--- src/rtl/adc_mux_pkg.sv ---
package adc_mux_pkg;
  parameter int unsigned NUM_CH   = 8;
  parameter int unsigned SMP_W    = 18;
  parameter int unsigned BUS_W    = 16;
  parameter int unsigned FIFO_DEP = 16;
  parameter int unsigned BOARD_W  = 4;
endpackage

--- src/rtl/adc_xfer_seq.sv ---
module adc_xfer_seq #(
  parameter int unsigned NCH = adc_mux_pkg::NUM_CH,
  parameter int unsigned DW  = adc_mux_pkg::SMP_W,
  parameter int unsigned CW  = $clog2(NCH)
) (
  input  logic              clk,
  input  logic              rst_n,
  input  logic              clr_i,
  input  logic              xfer_i,
  input  logic              single_i,
  input  logic [CW-1:0]     sel_i,
  input  logic [NCH*DW-1:0] chan_i,
  output logic              wr_o,
  output logic [DW-1:0]     wr_data_o
);
  localparam logic [CW-1:0] LAST_CH = CW'(NCH - 1);

  logic          xfer_q;
  logic          busy_q, busy_d;
  logic          single_q, single_d;
  logic [CW-1:0] idx_q, idx_d;
  logic          snap_en;
  logic          rise;
  logic [DW-1:0] snap_q [NCH];

  assign rise = xfer_i & ~xfer_q;

  always_comb begin
    busy_d   = busy_q;
    single_d = single_q;
    idx_d    = idx_q;
    snap_en  = 1'b0;
    if (clr_i) begin
      busy_d = 1'b0;
    end else if (busy_q) begin
      if (single_q || idx_q == LAST_CH) busy_d = 1'b0;
      else                               idx_d  = idx_q + 1'b1;
    end else if (rise) begin
      busy_d   = 1'b1;
      single_d = single_i;
      idx_d    = single_i ? sel_i : '0;
      snap_en  = 1'b1;
    end
  end

  always_ff @(posedge clk or negedge rst_n) begin
    if (!rst_n) begin
      xfer_q   <= 1'b0;
      busy_q   <= 1'b0;
      single_q <= 1'b1;
      idx_q    <= '0;
    end else begin
      xfer_q   <= xfer_i;
      busy_q   <= busy_d;
      single_q <= single_d;
      idx_q    <= idx_d;
    end
  end

  for (genvar c = 0; c < NCH; c++) begin : g_snap
    always_ff @(posedge clk) begin
      if (snap_en) snap_q[c] <= chan_i[c*DW +: DW];
    end
  end

  assign wr_o      = busy_q;
  assign wr_data_o = snap_q[idx_q];
endmodule

--- src/rtl/adc_img_fifo.sv ---
module adc_img_fifo #(
  parameter int unsigned DW    = adc_mux_pkg::SMP_W,
  parameter int unsigned DEPTH = adc_mux_pkg::FIFO_DEP,
  parameter int unsigned PW    = $clog2(DEPTH),
  parameter int unsigned CNTW  = PW + 1
) (
  input  logic            clk,
  input  logic            rst_n,
  input  logic            clr_i,
  input  logic            wr_i,
  input  logic [DW-1:0]   wr_data_i,
  input  logic            rd_i,
  output logic [DW-1:0]   head_o,
  output logic [CNTW-1:0] cnt_o,
  output logic            ovf_o,
  output logic            udf_o
);
  localparam logic [CNTW-1:0] FULL_CNT = CNTW'(DEPTH);

  logic [PW-1:0]   wptr_q, wptr_d, rptr_q, rptr_d;
  logic [CNTW-1:0] cnt_q, cnt_d;
  logic            ovf_q, ovf_d, udf_q, udf_d;
  logic            empty, full, push, pop;
  logic [DW-1:0]   mem_q [DEPTH];

  assign empty = (cnt_q == '0);
  assign full  = (cnt_q == FULL_CNT);
  assign pop   = rd_i & ~empty;
  assign push  = wr_i & (~full | pop);

  always_comb begin
    wptr_d = wptr_q;
    rptr_d = rptr_q;
    cnt_d  = cnt_q;
    ovf_d  = ovf_q;
    udf_d  = udf_q;
    if (clr_i) begin
      wptr_d = '0;
      rptr_d = '0;
      cnt_d  = '0;
      ovf_d  = 1'b0;
      udf_d  = 1'b0;
    end else begin
      if (push) wptr_d = wptr_q + 1'b1;
      if (pop)  rptr_d = rptr_q + 1'b1;
      cnt_d = cnt_q + CNTW'(push) - CNTW'(pop);
      if (wr_i && full && !pop) ovf_d = 1'b1;
      if (rd_i && empty)        udf_d = 1'b1;
    end
  end

  always_ff @(posedge clk or negedge rst_n) begin
    if (!rst_n) begin
      wptr_q <= '0;
      rptr_q <= '0;
      cnt_q  <= '0;
      ovf_q  <= 1'b0;
      udf_q  <= 1'b0;
    end else begin
      wptr_q <= wptr_d;
      rptr_q <= rptr_d;
      cnt_q  <= cnt_d;
      ovf_q  <= ovf_d;
      udf_q  <= udf_d;
    end
  end

  always_ff @(posedge clk) begin
    if (push && !clr_i) mem_q[wptr_q] <= wr_data_i;
  end

  assign head_o = empty ? '0 : mem_q[rptr_q];
  assign cnt_o  = cnt_q;
  assign ovf_o  = ovf_q;
  assign udf_o  = udf_q;
endmodule

--- src/rtl/adc_bus_port.sv ---
module adc_bus_port #(
  parameter int unsigned DW  = adc_mux_pkg::SMP_W,
  parameter int unsigned OW  = adc_mux_pkg::BUS_W,
  parameter int unsigned CW  = $clog2(adc_mux_pkg::NUM_CH),
  parameter int unsigned IDW = adc_mux_pkg::BOARD_W,
  parameter int unsigned AW  = CW + IDW
) (
  input  logic [AW-1:0]  addr_i,
  input  logic [IDW-1:0] id_i,
  input  logic           rd_i,
  input  logic           low_sel_i,
  input  logic [DW-1:0]  head_i,
  output logic           hit_o,
  output logic           rd_req_o,
  output logic [CW-1:0]  chan_o,
  output logic [OW-1:0]  data_o
);
  logic [OW-1:0] win;

  assign hit_o    = (addr_i[CW +: IDW] == id_i);
  assign rd_req_o = rd_i & hit_o;
  assign chan_o   = addr_i[CW-1:0];

  if (DW > OW) begin : g_window
    assign win = low_sel_i ? head_i[OW-1:0] : head_i[DW-1 -: OW];
  end else begin : g_pass
    logic unused_sel;
    assign unused_sel = low_sel_i;
    assign win = OW'(head_i);
  end

  assign data_o = hit_o ? win : '0;
endmodule

--- src/rtl/adc_readout_mux.sv ---
module adc_readout_mux #(
  parameter int unsigned NCH   = adc_mux_pkg::NUM_CH,
  parameter int unsigned DW    = adc_mux_pkg::SMP_W,
  parameter int unsigned OW    = adc_mux_pkg::BUS_W,
  parameter int unsigned DEPTH = adc_mux_pkg::FIFO_DEP,
  parameter int unsigned IDW   = adc_mux_pkg::BOARD_W,
  parameter int unsigned CW    = $clog2(NCH),
  parameter int unsigned AW    = CW + IDW,
  parameter int unsigned CNTW  = $clog2(DEPTH) + 1
) (
  input  logic              clk,
  input  logic              rst_n,
  input  logic [NCH*DW-1:0] adc_data_i,
  input  logic              xfer_i,
  input  logic              single_mode_i,
  input  logic              low_sel_i,
  input  logic              fifo_clr_i,
  input  logic [AW-1:0]     bus_addr_i,
  input  logic [IDW-1:0]    board_id_i,
  input  logic              bus_rd_i,
  output logic [OW-1:0]     bus_data_o,
  output logic              bus_oe_o,
  output logic              overflow_o,
  output logic              underflow_o
);
  logic [1:0]      rst_sync_q;
  logic            core_rst_n;
  logic            wr_en;
  logic [DW-1:0]   wr_data;
  logic [DW-1:0]   head;
  logic            rd_req;
  logic [CW-1:0]   chan_sel;
  logic [CNTW-1:0] fifo_cnt;

  always_ff @(posedge clk or negedge rst_n) begin
    if (!rst_n) rst_sync_q <= 2'b00;
    else        rst_sync_q <= {rst_sync_q[0], 1'b1};
  end
  assign core_rst_n = rst_sync_q[1];

  adc_xfer_seq #(.NCH(NCH), .DW(DW), .CW(CW)) u_seq (
    .clk      (clk),
    .rst_n    (core_rst_n),
    .clr_i    (fifo_clr_i),
    .xfer_i   (xfer_i),
    .single_i (single_mode_i),
    .sel_i    (chan_sel),
    .chan_i   (adc_data_i),
    .wr_o     (wr_en),
    .wr_data_o(wr_data)
  );

  adc_img_fifo #(.DW(DW), .DEPTH(DEPTH), .CNTW(CNTW)) u_fifo (
    .clk      (clk),
    .rst_n    (core_rst_n),
    .clr_i    (fifo_clr_i),
    .wr_i     (wr_en),
    .wr_data_i(wr_data),
    .rd_i     (rd_req),
    .head_o   (head),
    .cnt_o    (fifo_cnt),
    .ovf_o    (overflow_o),
    .udf_o    (underflow_o)
  );

  adc_bus_port #(.DW(DW), .OW(OW), .CW(CW), .IDW(IDW), .AW(AW)) u_port (
    .addr_i   (bus_addr_i),
    .id_i     (board_id_i),
    .rd_i     (bus_rd_i),
    .low_sel_i(low_sel_i),
    .head_i   (head),
    .hit_o    (bus_oe_o),
    .rd_req_o (rd_req),
    .chan_o   (chan_sel),
    .data_o   (bus_data_o)
  );
endmodule

--- config.mk ---
export PLATFORM = sky130hd
export DESIGN_NAME = adc_readout_mux
export DESIGN_NICKNAME = d
export VERILOG_FILES = /design/src/rtl/adc_mux_pkg.sv /design/src/rtl/adc_xfer_seq.sv /design/src/rtl/adc_img_fifo.sv /design/src/rtl/adc_bus_port.sv /design/src/rtl/adc_readout_mux.sv
export SDC_FILE = /design/constraint.sdc
export NUM_CORES = 1
export LEC_CHECK = 0
export BUFFER_PORTS_ARGS = -buffer_cell sky130_fd_sc_hd__buf_2
export CORE_MARGIN = 10
export CORE_UTILIZATION = 40
export CTS_CLUSTER_DIAMETER = 80
export DETAILED_ROUTE_END_ITERATION = 8
export HOLD_SLACK_MARGIN = 0.02
export PLACE_DENSITY_LB_ADDON = 0.3
export SETUP_SLACK_MARGIN = 0.1
export SLEW_MARGIN = 5
export SYNTH_ARGS = -nofsm -noshare
export SYNTH_HDL_FRONTEND = slang
export SYNTH_SLANG_ARGS = --single-unit
--- constraint.sdc ---
create_clock -name clk -period 2 [get_ports clk]
set_input_delay 0.4 -clock clk [delete_from_list [all_inputs] [get_ports clk]]
set_output_delay 0.4 -clock clk [all_outputs]
set_load 0.05 [all_outputs]
* After elaboration in Yosys (flattened, before gate mapping)
Memories as Yosys holds them, arrays and structs flattened. Cells that the tools add are included.
Storage, ports and cells: logic and storage cells 72, output and inout bits 19, bits in writable memories 432, bits in registers 23, memories kept 2
Memory list:
- u_fifo.mem_q | depth 16, width 18, rd ports 1, clocked after memory_dff 0, write ports 1, line adc_img_fifo.sv:24 | logic [DW-1:0] mem_q [DEPTH];
- u_seq.snap_q | depth 8, width 18, rd ports 1, clocked after memory_dff 0, write ports 8, line adc_xfer_seq.sv:24 | logic [DW-1:0] snap_q [NCH];
Cells by class: add/sub/neg operators 5, bitwise logic cells 10, reduce and logical (&&, ||, !) cells 15, mux-type cells 26, equality and inequality tests 4
Operators with widths (number):
- 16-bit two-way mux | 2
- 18-bit two-way mux | 1
- 4-bit two-way mux | 4
- 1-bit two-way mux | 14
- 3-bit two-way mux | 4
- 2-bit nonzero test | 5
- 4-bit by 1-bit adder with 4-bit output, second input constant | 2
- 3-bit AND reduction | 2
- 5-bit by 1-bit adder with 5-bit output | 1
- 5-bit equality test, second input constant | 1
- 5-bit zero test | 1
- 5-bit two-way mux | 1
- 1-bit inverter | 5
- 5-bit by 1-bit subtractor with 5-bit output | 1
- 1-bit AND | 4
- 4-bit equality test | 1
- 1-bit logical AND | 4
- 3-bit by 1-bit adder with 3-bit output, second input constant | 1
- 3-bit equality test, second input constant | 1
- 1-bit zero test | 2
- 2-bit inequality test, second input constant | 1
- 1-bit logical OR | 1
- 1-bit OR | 1

* Longest topological paths before layout
word-level depth 8, depth in mapped cells 14

* Hierarchy
Synthesis repeated with hierarchy kept, for this count alone.
Second synthesis, totals: cell total of the unflattened synthesis 871, area, all modules 18217.5 um^2
Modules (own cells, without submodules):
- adc_img_fifo | area each 12101.6 um^2, instances 1, cells each 589, seq. area each 9023.7 um^2
- adc_xfer_seq | area each 5728.0 um^2, instances 1, cells each 233, seq. area each 4475.5 um^2
- adc_bus_port | area each 334.1 um^2, instances 1, cells each 46, seq. area each 0.0 um^2
- adc_readout_mux | area each 53.8 um^2, instances 1, cells each 3, seq. area each 50.0 um^2

* Worst setup path before layout
No wires, ideal clock.
path type input to register, start input port fifo_clr_i, end register u_seq.idx_q[0], cell stages on the path 4, setup slack -8.338 ns, arrival 10.204 ns, data required time 1.866 ns, path through clkbuf_1 -> nor4b_2 -> nor2_1 -> mux2_1
Between the ends: longest elaborated chain between the ends 2
RTL lines:
- start: declaration | line adc_readout_mux.sv:17 | input logic fifo_clr_i,
- 1-bit inverter (no line)
- 3-bit AND reduction (no line)
- end signal: assignment | line adc_xfer_seq.sv:56 | idx_q <= idx_d;
- end: declaration | line adc_xfer_seq.sv:21 | logic [CW-1:0] idx_q, idx_d;
No other way between the ends. A chain may end at the register's enable or synchronous reset.

* Final worst setup path
start register u_fifo.rptr_q[1], end output port bus_data_o[14]
Between the ends: longest elaborated chain between the ends 4
RTL lines:
- start: declaration | line adc_img_fifo.sv:20 | logic [PW-1:0] wptr_q, wptr_d, rptr_q, rptr_d;
- start signal: assignment | line adc_img_fifo.sv:61 | rptr_q <= rptr_d;
- memory 16 x 18 bit
- 18-bit two-way mux | line adc_img_fifo.sv:72 | assign head_o = empty ? '0 : mem_q[rptr_q];
- 16-bit two-way mux | line adc_bus_port.sv:25 | assign win = low_sel_i ? head_i[OW-1:0] : head_i[DW-1 -: OW];
- 16-bit two-way mux | line adc_bus_port.sv:32 | assign data_o = hit_o ? win : '0;
- end: declaration | line adc_readout_mux.sv:21 | output logic [OW-1:0] bus_data_o,
No other way between the ends.

==> results list <==
- Netlist Area Pre-Place: ~0.018 sq mm
- The share of total power dissipated in the clock network is 35.9%.
- Setup repair after global routing missed its margin: yes
- Counting distinct cell types in the post-synthesis netlist gives 46.
- Cell Int Power: 18.3 mW
* Count of final hold-check violations: 0
* Tot GR Track Use: 18.7%
- Status: complete, but fails checks
* Register bit count reported by yosys: 455
- Post-detailed-route wirelength per cell: 25.0 um
- Post-synth ARST share: between 5 and 6%
- Detailed-placement wirelength estimate: 29000 um
- VDD sags by at most approximately 0.94 mV.
- Compound-gate portion of the synthesized area: under 10%
- After synthesis, the cell types taking the most area are edfxtp_1 72%, mux4_2 11%, mux2_2 3.1%.
* Xor/xnor cell area share of the yosys netlist: less than 1%
- Cells after Synth: 856
- Core footprint: roughly 0.044 sq mm
- Final total power: 24.1 mW
- Yosys top cell area share: 72.5%
- By area, the combinational part of the netlist is dominated by multiplexers.
- The floorplan step defined a die boundary enclosing 0.0536 sq mm.
- At the pin with the least slew margin, the transition time is 0.630 ns.
* Buffer and inverter count on the worst path: 2
- Across the whole layout, storage elements account for 0.0136 sq mm.
- Final worst-path setup slack: -1.05 ns
- Net switching is 24.3% of the power.
- The smallest clock period supported by the final layout is computed as 3.05 ns.
- Area after DPL: 0.0215 sq mm
- After filler insertion, the fill cell instance count of the layout stands at ~3.1k.
* Crit share post-route: 152%
- Once detail routing completed, the nets flagged for antenna violations numbered 0.
- Final non-filler cell area: 0.0261 sq mm
- In the routed design, unresolved DRC markers number 0.
* Top_reg_cell synth: edfxtp_1
- Sequential cells account for 47.5% of the total power.
* Largest net degree at the start of global routing: 39
- Setup TNS Final: -124.31 ns
* Final core occ: between 50% and 60%
- Global-route wire length before repair: around 74000 um
* Worst setup path startpoint: u_fifo.rptr_q[1]$_DFFE_PN0P_
- Avg Cell Area, Syn: 20.9 sq um
- Critical path, cell by cell: buf_12 -> mux4_2 -> mux2_4 -> a22oi_2 -> o221ai_4 -> buf_6
- Proportion of synthesized area in mux cells: between 10% and 20%
- The initial antenna violation count is 5.
* Crit path required time: approximately 1.6 ns
* Number of sinks handled by clock tree synthesis: 455
- Summed over all cells, the static leakage comes to around 9 nW.
- Number of synthesized flops with an enable pin: 432
- Routed vias: 10.5k
* Starting density of the core: approximately two fifths
- Number of setup violations in the final report: 314
- Per report_power, the combinational group accounts for between 10% and 20% of the total.
* Final cell count without fillers: 2003
- The tightest min-delay check is of the primary input to register type.
* Worst hold start: fifo_clr_i
- The analysis attributes to net switching a power of 5.85 mW.
* Largest clock skew in the final design: ~0.018 ns
- The number of global-route vias before repair is about 11k.
- The startpoint identified for the worst register-to-register timing path is u_fifo.cnt_o[2]$_DFF_PN0_.
- Buffers placed on the I/O ports in this run total 180.
* Clk root buf: clkbuf_16
* Worst stage delay on the critical path: about 0.52 ns
- Layout overhead on the synthesized area: 45.5%
- Number of clock buffers inserted by TritonCTS: 47
- The die is approximately 230 um wide.
* Die H: 232 um
- Slowest cell on crit path: mux4_2
- Clock slew at reported path FFs: 0.06 ns
- Max Cap Viol: 0
- Based on the critical path, the design can be clocked at up to 0.328 GHz.
* Net count after synthesis: around 1.0k
* Violations in the final reports: setup timing
- The final layout contains routed wiring with a total length of 50100 um.
* Adder-cell area share of the yosys netlist: 0.950%
- Largest delay share family, worst path: multiplexers
- Multi-input combinational cell area: 0.00522 sq mm
* Number of DRC markers in iteration 0: roughly 760
* Level count of the clock H-tree: 2
* Standard-cell rows: 77
- For this design the top-level I/O count stands at 181.
* Dpl cells: 1696
* Simple-gate share of the synthesized area: 2.28%
- Along the worst path, the maximum fanout reaches 9.
* TritonCTS clock tree: built
- Portion of the post-synthesis area used by sequential elements: 75.7%
- The worst setup path is captured at an output pin.
- Number of warnings reported in the yosys synthesis log: 0
- The later pin in the worst-skew pair is clocked with a latency of 0.58 ns.
* Arrival time at the worst endpoint: about 2.7 ns
- NumNets Final: 1544
- At the end of routability-driven placement, the weighted congestion stood at 0.782.
- For this design the ratio of total power to cell area is 926 mW/mm^2.
- The total overflow left after global routing is 0.
* Final Max Slew Viols: 0
- Vias per cell: ~5.3
- The critical path is of the register to output pin type.
- Buffer depth of the longest clock path: 3
* Startpoint class of the critical path: register
* Relative slew margins: 57.8%
- Of the cells placed in the final design, the portion with a size suffix greater than 1 is 48.4%.
- Cell type with the largest total area after synthesis: edfxtp_1
- DR pass1 iterations: 5
[state kept, by name (all words and copies together), names as in the netlist]
signal / flops
u_seq.wr_o: 1
u_fifo.udf_o: 1
u_fifo.mem_q: 288
u_seq.xfer_q: 1
u_seq.idx_q: 3
u_fifo.rptr_q: 4
u_seq.snap_q: 144
rst_sync_q: 2
u_fifo.ovf_o: 1
u_seq.single_q: 1
u_fifo.wptr_q: 4
u_fifo.cnt_o: 5
[metal layers]
layer,vias up,track usage (%),wire length [um]
met5,-,0,0
met1,5393,24.0,20500
li1,4621,-,-
met4,0,6.29,1440
met2,420,29.8,24200
met3,84,5.56,3990
[Yosys cell counts, types with 2 or more instances]
| cell type | instances |
|---|---|
| buf_4 | 6 |
| ha_1 | 12 |
| and3_1 | 4 |
| dfrtp_1 | 22 |
| nand4_1 | 2 |
| or3_1 | 3 |
| a221oi_1 | 10 |
| edfxtp_1 | 432 |
| nor2b_1 | 4 |
| mux4_2 | 88 |
| nor4b_2 | 2 |
| nor2_1 | 35 |
| nand2b_1 | 2 |
| mux2_2 | 50 |
| nand2_1 | 17 |
| inv_1 | 10 |
| nand3_1 | 5 |
| o221ai_1 | 14 |
| buf_1 | 7 |
| xnor2_1 | 6 |
| a31oi_1 | 2 |
| xor2_1 | 5 |
| clkbuf_1 | 12 |
| buf_2 | 12 |
| a22oi_1 | 18 |
| mux2i_1 | 38 |
| o22ai_1 | 10 |
| a21oi_1 | 6 |
| o21ai_0 | 5 |
[final cells by class]
cell class,count,area share (%)
antenna,5,0.0480
clock buffer,55,4.79
clock inverter,31,0.994
inverter,11,0.206
multi-input combinational,353,20.0
sequential,455,52.0
tap,592,2.84
timing repair buffer,501,19.0
[placed cells by master (no fill, tap or decap), drive strengths merged, types with 6 or more instances in the layout]
| master | count |
|---|---|
| nand2 | 17 |
| o22ai | 11 |
| mux2i | 38 |
| xnor2 | 6 |
| edfxtp | 432 |
| ha | 12 |
| dlygate4sd3 | 146 |
| mux4 | 88 |
| o221ai | 14 |
| mux2 | 52 |
| buf | 349 |
| inv | 11 |
| nor2 | 35 |
| a221oi | 10 |
| clkbuf | 60 |
| a21oi | 6 |
| a22oi | 18 |
| dfrtp | 22 |
| clkinv | 25 |
[path summary, 6_finish.rpt]
path | slack [ns] | end | cells after the start
worst max-delay path | -1.05 | bus_data_o[14] | 6
worst min-delay path | 0.08 | u_fifo.wptr_q[2]$_DFFE_PN0P_ | 2
worst max register to register | -0.80 | u_fifo.cnt_o[4]$_DFF_PN0_ | 16
worst min register to register | 0.22 | u_seq.idx_q[1]$_DFFE_PN0P_ | 1
max in group asynchronous | 1.50 | u_seq.single_q$_DFFE_PN1P_ | 1
min in group asynchronous | 0.13 | rst_sync_q[1]$_DFF_PN0_ | 2
[kinds of logic after synthesis]
logic type,count (synthesis)
fa+ha+maj,13
xor+xnor,11
compound gates,68
simple gates,81
flops,455
mux,177
other cells,1
buf+inv,50
[timing repair]
action / in CTS / in global routing
hold buffers: 146 / 0
endpoints found under the setup margin: 598 / 608
gates resized for setup: 108 / 53
cloned: 17 / 4
pin swaps: 17 / 20
setup buffers: 42 / 15
hold endpoints to repair: 147 / 0
[power groups by stage]
stage / clock network, mW / registers (mW) / logic (mW)
floorplan: 0 / 11.7 / 1.89
global placement: 0 / 11.7 / 2.99
detailed placement: 0 / 11.7 / 3.07
CTS: 8.79 / 11.5 / 3.54
global route: 9.19 / 11.5 / 4.28
finish: 8.65 / 11.5 / 4.01
[per-stage QoR]
stage                     hold WS [ns]  setup WS (ns)
final                           0.0838          -1.05
after detailed placement         0.190         -0.679
after global routing            0.0601          -1.14
after floorplan                  0.104          -4.34
after CTS                       0.0621          -1.10
after global placement           0.186         -0.616
(Power assumes the default switching activity.)
